File: config.mk
export PLATFORM = sky130hd
export DESIGN_NAME = cp_loop_filter
export DESIGN_NICKNAME = d
export VERILOG_FILES = /design/src/rtl/pump_pkg.sv /design/src/rtl/pump_dir_decode.sv /design/src/rtl/pump_cfg_hold.sv /design/src/rtl/pump_sat_add.sv /design/src/rtl/cp_loop_filter.sv
export SDC_FILE = /design/constraint.sdc
export NUM_CORES = 1
export LEC_CHECK = 0
export BUFFER_PORTS_ARGS = -buffer_cell sky130_fd_sc_hd__buf_2
export CAP_MARGIN = 0
export CORE_ASPECT_RATIO = 2
export CORE_UTILIZATION = 45
export CTS_CLUSTER_DIAMETER = 120
export DETAILED_ROUTE_END_ITERATION = 6
export HOLD_SLACK_MARGIN = 0.03
export PLACE_DENSITY = 0.6
export SLEW_MARGIN = 20
export SYNTH_ARGS = -nofsm -noshare
export SYNTH_HDL_FRONTEND = slang
export SYNTH_SLANG_ARGS = --single-unit
File: constraint.sdc
create_clock -name clk -period 9.21 [get_ports clk]
set_input_delay 0.921 -clock clk [delete_from_list [all_inputs] [get_ports clk]]
set_output_delay 0.921 -clock clk [all_outputs]
set_load 0.1 [all_outputs]
File: src/rtl/pump_pkg.sv
package pump_pkg;

  // Net pump action decoded from the detector pulses
  typedef enum logic [1:0] {
    PUMP_IDLE  = 2'd0,
    PUMP_RAISE = 2'd1,
    PUMP_LOWER = 2'd2
  } pump_dir_e;

endpackage

File: src/rtl/pump_dir_decode.sv
module pump_dir_decode
  import pump_pkg::*;
(
  input  logic      up_i,
  input  logic      dn_i,
  output pump_dir_e dir_o
);

  // Equal pulses cancel: the pump drives nothing
  always_comb begin
    unique case ({up_i, dn_i})
      2'b10:   dir_o = PUMP_RAISE;
      2'b01:   dir_o = PUMP_LOWER;
      default: dir_o = PUMP_IDLE;
    endcase
  end

endmodule

File: src/rtl/pump_cfg_hold.sv
module pump_cfg_hold #(
  parameter int RATE_W = 12,
  parameter int KICK_W = 12
) (
  input  logic              clk,
  input  logic              rst,
  input  logic [RATE_W-1:0] rate_i,
  input  logic [KICK_W-1:0] kick_i,
  output logic [RATE_W-1:0] rate_q,
  output logic [KICK_W-1:0] kick_q
);

  // Capture only inside the reset window; frozen during operation
  always_ff @(posedge clk) begin
    if (rst) begin
      rate_q <= rate_i;
      kick_q <= kick_i;
    end
  end

endmodule

File: src/rtl/pump_sat_add.sv
module pump_sat_add
  import pump_pkg::*;
#(
  parameter int W     = 16,
  parameter int MAG_W = 12
) (
  input  logic signed [W-1:0] base_i,
  input  logic [MAG_W-1:0]    mag_i,
  input  pump_dir_e           dir_i,
  output logic signed [W-1:0] sum_o
);

  localparam int EXT_W = ((W > MAG_W) ? W : MAG_W) + 2;
  localparam logic signed [EXT_W-1:0] MAX_X =
    {{(EXT_W-W+1){1'b0}}, {(W-1){1'b1}}};
  localparam logic signed [EXT_W-1:0] MIN_X =
    {{(EXT_W-W+1){1'b1}}, {(W-1){1'b0}}};

  logic signed [EXT_W-1:0] base_x;
  logic signed [EXT_W-1:0] mag_x;
  logic signed [EXT_W-1:0] raw_x;

  assign base_x = {{(EXT_W-W){base_i[W-1]}}, base_i};
  assign mag_x  = {{(EXT_W-MAG_W){1'b0}}, mag_i};

  always_comb begin
    unique case (dir_i)
      PUMP_RAISE: raw_x = base_x + mag_x;
      PUMP_LOWER: raw_x = base_x - mag_x;
      default:    raw_x = base_x;
    endcase
  end

  // Clamp to the signed range of W bits
  always_comb begin
    if (raw_x > MAX_X)      sum_o = MAX_X[W-1:0];
    else if (raw_x < MIN_X) sum_o = MIN_X[W-1:0];
    else                    sum_o = raw_x[W-1:0];
  end

endmodule

File: src/rtl/cp_loop_filter.sv
module cp_loop_filter
  import pump_pkg::*;
#(
  parameter int W      = 16,
  parameter int RATE_W = 12,
  parameter int KICK_W = 12
) (
  input  logic                clk,
  input  logic                rst,
  input  logic                pump_up,
  input  logic                pump_dn,
  input  logic [RATE_W-1:0]   rate_in,
  input  logic [KICK_W-1:0]   kick_in,
  input  logic signed [W-1:0] centre_in,
  output logic signed [W-1:0] ctrl_out
);

  pump_dir_e           dir;
  logic [RATE_W-1:0]   rate_q;
  logic [KICK_W-1:0]   kick_q;
  logic signed [W-1:0] integ_q;
  logic signed [W-1:0] integ_d;
  logic signed [W-1:0] ctrl_d;

  pump_dir_decode u_dir (
    .up_i  (pump_up),
    .dn_i  (pump_dn),
    .dir_o (dir)
  );

  pump_cfg_hold #(
    .RATE_W (RATE_W),
    .KICK_W (KICK_W)
  ) u_cfg (
    .clk    (clk),
    .rst    (rst),
    .rate_i (rate_in),
    .kick_i (kick_in),
    .rate_q (rate_q),
    .kick_q (kick_q)
  );

  // Integral path: fixed-slope ramp
  pump_sat_add #(
    .W     (W),
    .MAG_W (RATE_W)
  ) u_ramp (
    .base_i (integ_q),
    .mag_i  (rate_q),
    .dir_i  (dir),
    .sum_o  (integ_d)
  );

  // Proportional path: kick on top of the updated integrator
  pump_sat_add #(
    .W     (W),
    .MAG_W (KICK_W)
  ) u_kick (
    .base_i (integ_d),
    .mag_i  (kick_q),
    .dir_i  (dir),
    .sum_o  (ctrl_d)
  );

  always_ff @(posedge clk) begin
    if (rst) begin
      integ_q  <= centre_in;
      ctrl_out <= centre_in;
    end else begin
      integ_q  <= integ_d;
      ctrl_out <= ctrl_d;
    end
  end

endmodule

=== After elaboration in Yosys (flattened, before gate mapping) ===
Cells that the tools add are included.

* Add/sub/neg operators: 4
* Multiplexer cells: 9
* Eq/ne operators: 4
* $lt $le $gt $ge: 4

{| class="wikitable"
|+ Operator list
! kind !! count
|-
| $mux 16 || 6
|-
| $pmux 18 s2 || 2
|-
| $gt 18x16->1 const B || 2
|-
| $lt 18x16->1 const B || 2
|-
| $add 16x13->17 || 2
|-
| $sub 16x13->17 || 2
|-
| $eq 2x1->1 const B || 2
|-
| $eq 2x2->1 const B || 2
|-
| $pmux 2 s2 || 1
|}

* Logic and storage cells: 25
* Output and inout port bits: 16
* Register bits after elaboration: 56
* Input bits: 44

=== Longest topological paths before layout ===
* Depth after elaboration: 13
* Gate-level depth with buffers: 33
* Gate-level depth less buffers: 32

=== By module ===
From an unflattened synthesis, not the netlist that was laid out.

* Cells, all modules: 530
* Area total of the unflattened synthesis: 5,138.7 um2

{| class="wikitable"
|+ By module, submodules not included
! module !! cells an instance !! sequential area each (um2) !! area each (um2) !! times used
|-
| pump_sat_add || 218 || 0.0 || 1,609.0 || 2
|-
| cp_loop_filter || 68 || 640.6 || 1,184.9 || 1
|-
| pump_cfg_hold || 24 || 720.7 || 720.7 || 1
|-
| pump_dir_decode || 2 || 0.0 || 15.0 || 1
|}

=== Worst setup path before layout ===
No wires, ideal clock.

* Kind: in2reg
* From: input pump_up
* To: register ctrl_out[5]
* Buffers on the path: 5
* Slack: 2.191 ns
* Library setup time: 0.087 ns
* Stages on the path: 30
* Data arrival time: 6.932 ns
* Data required time: 9.123 ns
* Path through: inv_1 ha_1 clkbuf_1 clkbuf_1 mux2_2 inv_1 ha_1 nor2b_1 o31ai_2 a31oi_1 nor3_1 o31ai_1 buf_2 buf_1 maj3_1 inv_1 ha_1 inv_1 fa_1 nor2b_1 o221ai_1 nand4_1 or2_0 a31o_1 a311o_1 a31oi_1 xnor2_1 buf_2 o2bb2a_1 o31ai_1

* Cells in the longest elaborated chain, start to end: 13
* Elaborated cells on any way between the ends: 18
* Classes of those cells: 2 x add/sub; 4 x order compare; 4 x eq/ne; 8 x mux

{| class="wikitable"
|+ Ends and longest elaborated chain
! element !! line !! text
|-
| start, declared || cp_loop_filter.sv:10 || <nowiki>input logic pump_up,</nowiki>
|-
| $eq 2x1->1 or $eq 2x2->1 (tied branches) || pump_dir_decode.sv:11 || <nowiki>unique case ({up_i, dn_i})</nowiki>
|-
| $pmux 2 s2 (*) || pump_dir_decode.sv:11 ||
|-
| $eq 2x2->1 or $eq 2x1->1 (tied branches) || pump_sat_add.sv:27 || <nowiki>unique case (dir_i)</nowiki>
|-
| $pmux 18 s2 || pump_sat_add.sv:27 ||
|-
| $lt 18x16->1 || pump_sat_add.sv:37 || <nowiki>else if (raw_x < MIN_X) sum_o = MIN_X[W-1:0];</nowiki>
|-
| $mux 16 || pump_sat_add.sv:37 ||
|-
| $mux 16 || pump_sat_add.sv:36 || <nowiki>if (raw_x > MAX_X) sum_o = MAX_X[W-1:0];</nowiki>
|-
| $sub 16x13->17 or $add 16x13->17 (tied branches) || pump_sat_add.sv:29, pump_sat_add.sv:28 ||
|-
| $pmux 18 s2 (*) || pump_sat_add.sv:27 ||
|-
| $lt 18x16->1 || pump_sat_add.sv:37 ||
|-
| $mux 16 || pump_sat_add.sv:37 ||
|-
| $mux 16 (*) || pump_sat_add.sv:36 ||
|-
| $mux 16 (*) || cp_loop_filter.sv:66 || <nowiki>if (rst) begin</nowiki>
|-
| end signal, assigned || cp_loop_filter.sv:68 || <nowiki>ctrl_out <= centre_in;</nowiki>
|-
| end signal, assigned || cp_loop_filter.sv:71 || <nowiki>ctrl_out <= ctrl_d;</nowiki>
|-
| end, declared || cp_loop_filter.sv:15 || <nowiki>output logic signed [W-1:0] ctrl_out</nowiki>
|}

Mark *: on every way between the ends. The rest lies on a longest branch, timed or not.
A chain may end at the register's enable or synchronous reset.

=== Worst setup path in the final report ===
* From: input pump_up
* To: register ctrl_out[2]

The elaborated chain is that of the path after synthesis.

==> impl_summary.log <==
[metrics] die area: 11600 µm²
[metrics] layout-stage area growth over the synthesis result: 11.1%
[metrics] global-route usage over all layers: 28.1%
[metrics] Starting Density: 46.0%
[metrics] post-synthesis instance area: 5010 µm²
[metrics] Fillers: 1087
[metrics] clock input transition at the sequential cells of the worst setup and hold paths: 0.07 ns
[metrics] endpoints failing setup: 0
[metrics] number of nets produced by synthesis: 702
[metrics] WL/cell: 19.7 µm
[metrics] number of enable-type register cells in the synthesized netlist: 24
[metrics] number of cells after detailed placement: 803
[metrics] required time worst endpoint: 9.42 ns
[metrics] most used flip-flop cell after synthesis: sky130_fd_sc_hd__dfxtp_1
[metrics] Min-Delay Path Class: reg -> reg
[metrics] H-tree depth: 2
[metrics] number of sinks driven by the clock tree: 56
[metrics] post-synth cell types: 79
[metrics] total negative slack: 0 ns
[metrics] post-route cell area: 5560 µm²
[metrics] core outline area: 10900 µm²
[metrics] clock root buffer: sky130_fd_sc_hd__clkbuf_16
[metrics] placed inst area: 5420 µm²
[metrics] kind of start point of the critical path: input pin
[metrics] time the final worst path needs with I/O delays and setup: 7.31 ns
[metrics] IR Drop Worst-Case VDD: 0.259 mV
[metrics] static power due to leakage: 2.33 nW
[metrics] nature of the critical path endpoint: flop
[metrics] Critical Path Fanout Max: 29
[metrics] Post-CTS Hold Buffers: 0
[metrics] maximum number of pins on one net before global-route repair: 48
[metrics] fin cells: 811
[metrics] DRC violation count after routing: 0
[metrics] number of antenna violations at the first check in global routing: 0
[metrics] number of violations reported at the end of detailed-routing iteration 0: 328
[metrics] Final Hold Slack: 0.630 ns
[metrics] worst path arrival time: 7.53 ns
[metrics] Top-Level Pins: 60
[metrics] share of synthesized area occupied by flip-flops and latches: 27.2%
[metrics] Pins Over Slew Limit: 0
[metrics] Post-Synthesis Mean Instance Area: 8.04 µm²
[metrics] CTS tree: built
[metrics] Die H: 151 µm
[metrics] crit share post-route: 79.4%
[metrics] Yosys warning total: 0
[metrics] half-perimeter wire length after detailed placement: 12.6 mm
[metrics] Routed Wire Length: 16.0 mm
[metrics] Setup Skew: 0.00699 ns
[metrics] unrepaired setup endpoints after global routing: false
[metrics] setup slack, reg-to-reg: 1.92 ns
[metrics] worst setup path class: in -> reg
[metrics] 1st-pass router iterations: 5
[metrics] number of global-route vias before repair: 4780
[metrics] width of the chip: 76.6 µm
[metrics] PortBufs: 59
[metrics] fraction of final layout cells with drive strength greater than 1: 14.8%
[metrics] Cell Rows: 54
[metrics] relative slew slack: 30.5%
[metrics] post-synthesis async set-or-reset flop share: 0%
[metrics] slew at the pin with the worst max-slew slack: 1.03 ns
[metrics] result of the run: completed
[metrics] Post CTS Setup Buffer Count: 0
[metrics] Max Root-Sink Buffers: 2
[metrics] Routed Antenna Nets: 0
[metrics] latest clock arrival within the worst-skew pair: 0.31 ns
[metrics] final net count: 749
[metrics] register bit total from synthesis: 56
[metrics] cells resized by post-CTS repair: 0
[metrics] diode insertion count for antenna repair: 0
[metrics] vias per cell: 6.14
[metrics] Cell Pwr Density: 378 nW/µm²
[metrics] via count: 4979
[metrics] Num CTS Buffers: 5
[metrics] residual overflow from global routing: 0
[metrics] wire length of the first global-routing pass: 24.5 mm
[metrics] MaxCap Viol Count: 0
[metrics] cell count after synthesis: 623
[metrics] Max Clock Freq: 0.137 GHz
[metrics] GP Congestion: 0.922
[metrics] Fin. Hold Viols: 0
## sequential cells by signal, summed over array words and instances (netlist names)
signal        flops
ctrl_out         16
integ_q          16
u_cfg.kick_q     12
u_cfg.rate_q     12
## layout by cell type (no fill, tap or decap), types with 4 or more instances in the layout
cell type | netlist | final
sky130_fd_sc_hd__nor2b_1 | 6 | 6
sky130_fd_sc_hd__dfxtp_1 | 32 | 32
sky130_fd_sc_hd__inv_1 | 33 | 33
sky130_fd_sc_hd__clkbuf_16 | 0 | 5
sky130_fd_sc_hd__buf_2 | 8 | 59
sky130_fd_sc_hd__nor3b_1 | 6 | 6
sky130_fd_sc_hd__and3_1 | 6 | 6
sky130_fd_sc_hd__buf_4 | 1 | 7
sky130_fd_sc_hd__a211oi_1 | 9 | 9
sky130_fd_sc_hd__o22ai_1 | 4 | 4
sky130_fd_sc_hd__o31ai_1 | 7 | 6
sky130_fd_sc_hd__o21bai_1 | 5 | 5
sky130_fd_sc_hd__o21ai_0 | 40 | 40
sky130_fd_sc_hd__nand3_1 | 12 | 12
sky130_fd_sc_hd__nand2_1 | 50 | 50
sky130_fd_sc_hd__edfxtp_1 | 24 | 24
sky130_fd_sc_hd__o21ai_1 | 4 | 4
sky130_fd_sc_hd__a21oi_1 | 55 | 55
sky130_fd_sc_hd__nor2_1 | 74 | 74
sky130_fd_sc_hd__mux2i_1 | 4 | 4
sky130_fd_sc_hd__ha_1 | 33 | 33
sky130_fd_sc_hd__maj3_1 | 7 | 7
sky130_fd_sc_hd__nor3_1 | 13 | 13
sky130_fd_sc_hd__o21a_1 | 4 | 4
sky130_fd_sc_hd__a311oi_1 | 5 | 5
sky130_fd_sc_hd__xor2_1 | 12 | 12
sky130_fd_sc_hd__a31oi_1 | 11 | 11
sky130_fd_sc_hd__nand2b_1 | 5 | 5
sky130_fd_sc_hd__o31a_1 | 8 | 8
sky130_fd_sc_hd__a21o_1 | 13 | 13
sky130_fd_sc_hd__xnor2_1 | 36 | 36
sky130_fd_sc_hd__nand4_1 | 7 | 7
sky130_fd_sc_hd__nor4_1 | 4 | 4
## layout make-up
type | instances | area, µm² | area share (%)
Timing Repair Buffer | 66 | 348 | 6.25
Clock buffer | 7 | 133 | 2.38
Inverter | 35 | 131 | 2.36
Sequential cell | 56 | 1360 | 24.5
Multi-Input combinational cell | 506 | 3410 | 61.2
Clock inverter | 1 | 8.76 | 0.157
Tap cell | 140 | 175 | 3.15
## worst max-delay path: stages
cell                       delay [ns]
sky130_fd_sc_hd__buf_2           0.09
sky130_fd_sc_hd__inv_1           0.04
sky130_fd_sc_hd__ha_1            0.15
sky130_fd_sc_hd__buf_4           0.33
sky130_fd_sc_hd__mux2_2          0.41
sky130_fd_sc_hd__inv_1           0.07
sky130_fd_sc_hd__ha_1            0.22
sky130_fd_sc_hd__nor2b_1         0.16
sky130_fd_sc_hd__o31ai_2         0.38
sky130_fd_sc_hd__a31oi_1         0.20
sky130_fd_sc_hd__nor3_1          0.39
sky130_fd_sc_hd__o31ai_2         0.22
sky130_fd_sc_hd__maj3_1          0.40
sky130_fd_sc_hd__inv_1           0.13
sky130_fd_sc_hd__ha_1            0.16
sky130_fd_sc_hd__inv_1           0.04
sky130_fd_sc_hd__fa_1            0.42
sky130_fd_sc_hd__nor2b_1         0.18
sky130_fd_sc_hd__o221ai_1        0.19
sky130_fd_sc_hd__nand4_1         0.16
sky130_fd_sc_hd__o21ai_1         0.31
sky130_fd_sc_hd__o311ai_2        0.24
sky130_fd_sc_hd__nand3b_1        0.14
sky130_fd_sc_hd__a31oi_1         0.10
sky130_fd_sc_hd__xnor2_1         0.83
sky130_fd_sc_hd__nand2_2         0.31
sky130_fd_sc_hd__a311oi_1        0.33
## layer usage
metal	track usage [%]	routed length, µm	vias to the layer above
li1	-	-	2374
met1	28.4	5800	2342
met2	53.2	8390	201
met3	2.41	669	62
met4	20.8	1150	0
met5	0	0	-
## logic make-up (layout without fill, tap and decap cells)
logic type	count (synthesis)	count (layout)	synth area share, %
compound gates	203	203	27.4
xor+xnor	49	49	8.85
fa+ha+maj	43	43	10.7
buf+inv	61	109	4.85
flops	56	56	27.2
mux	6	6	1.25
simple gates	205	205	19.8
## cell usage after synthesis, types with 4 or more instances
library cell	n	area, µm²
sky130_fd_sc_hd__a311oi_1	5	43.8
sky130_fd_sc_hd__a21oi_1	55	275
sky130_fd_sc_hd__nand3_1	12	60.1
sky130_fd_sc_hd__ha_1	33	413
sky130_fd_sc_hd__o21ai_0	40	200
sky130_fd_sc_hd__o21ai_1	4	20.0
sky130_fd_sc_hd__nand4_1	7	43.8
sky130_fd_sc_hd__nor3b_1	6	45.0
sky130_fd_sc_hd__a21o_1	13	97.6
sky130_fd_sc_hd__and3_1	6	37.5
sky130_fd_sc_hd__edfxtp_1	24	721
sky130_fd_sc_hd__nand2_1	50	188
sky130_fd_sc_hd__buf_2	8	40.0
sky130_fd_sc_hd__a31oi_1	11	68.8
sky130_fd_sc_hd__maj3_1	7	70.1
sky130_fd_sc_hd__xor2_1	12	105
sky130_fd_sc_hd__nor4_1	4	25.0
sky130_fd_sc_hd__xnor2_1	36	315
sky130_fd_sc_hd__a211oi_1	9	67.6
sky130_fd_sc_hd__inv_1	33	124
sky130_fd_sc_hd__o31ai_1	7	52.6
sky130_fd_sc_hd__nand2b_1	5	31.3
sky130_fd_sc_hd__o21a_1	4	30.0
sky130_fd_sc_hd__clkbuf_1	16	60.1
sky130_fd_sc_hd__o22ai_1	4	25.0
sky130_fd_sc_hd__nor2_1	74	278
sky130_fd_sc_hd__nor2b_1	6	37.5
sky130_fd_sc_hd__nor3_1	13	65.1
sky130_fd_sc_hd__mux2i_1	4	40.0
sky130_fd_sc_hd__dfxtp_1	32	641
sky130_fd_sc_hd__o21bai_1	5	37.5
sky130_fd_sc_hd__o31a_1	8	70.1
## metrics by stage
stage	total power (W)	utilization, %	setup WS [ns]
after floorplan	0.00152	-	2.19
after global placement	0.00187	49.9	1.93
after detailed placement	0.00188	49.9	1.73
after CTS	0.00208	51.2	1.98
after global routing	0.00222	51.2	1.39
final	0.00210	51.2	1.90
## power by group
part           total (W)  switching, W  internal [W]  leakage, nW
clock network   0.000198     0.0000954      0.000102       0.0681
logic            0.00153       0.00105      0.000483         1.76
registers       0.000372     0.0000439      0.000328        0.505
total            0.00210       0.00119      0.000913         2.33
## path summary, 6_finish.rpt
path | endpoint | from | depth (start not counted)
hold / removal | ctrl_out[9] | integ_q[9] | 2
hold reg to reg | ctrl_out[9] | integ_q[9] | 2
setup reg to reg | ctrl_out[2] | u_cfg.rate_q[0] | 27
setup / recovery | ctrl_out[2] | pump_up | 27
No activity file was read; power rests on OpenSTA's default activity.
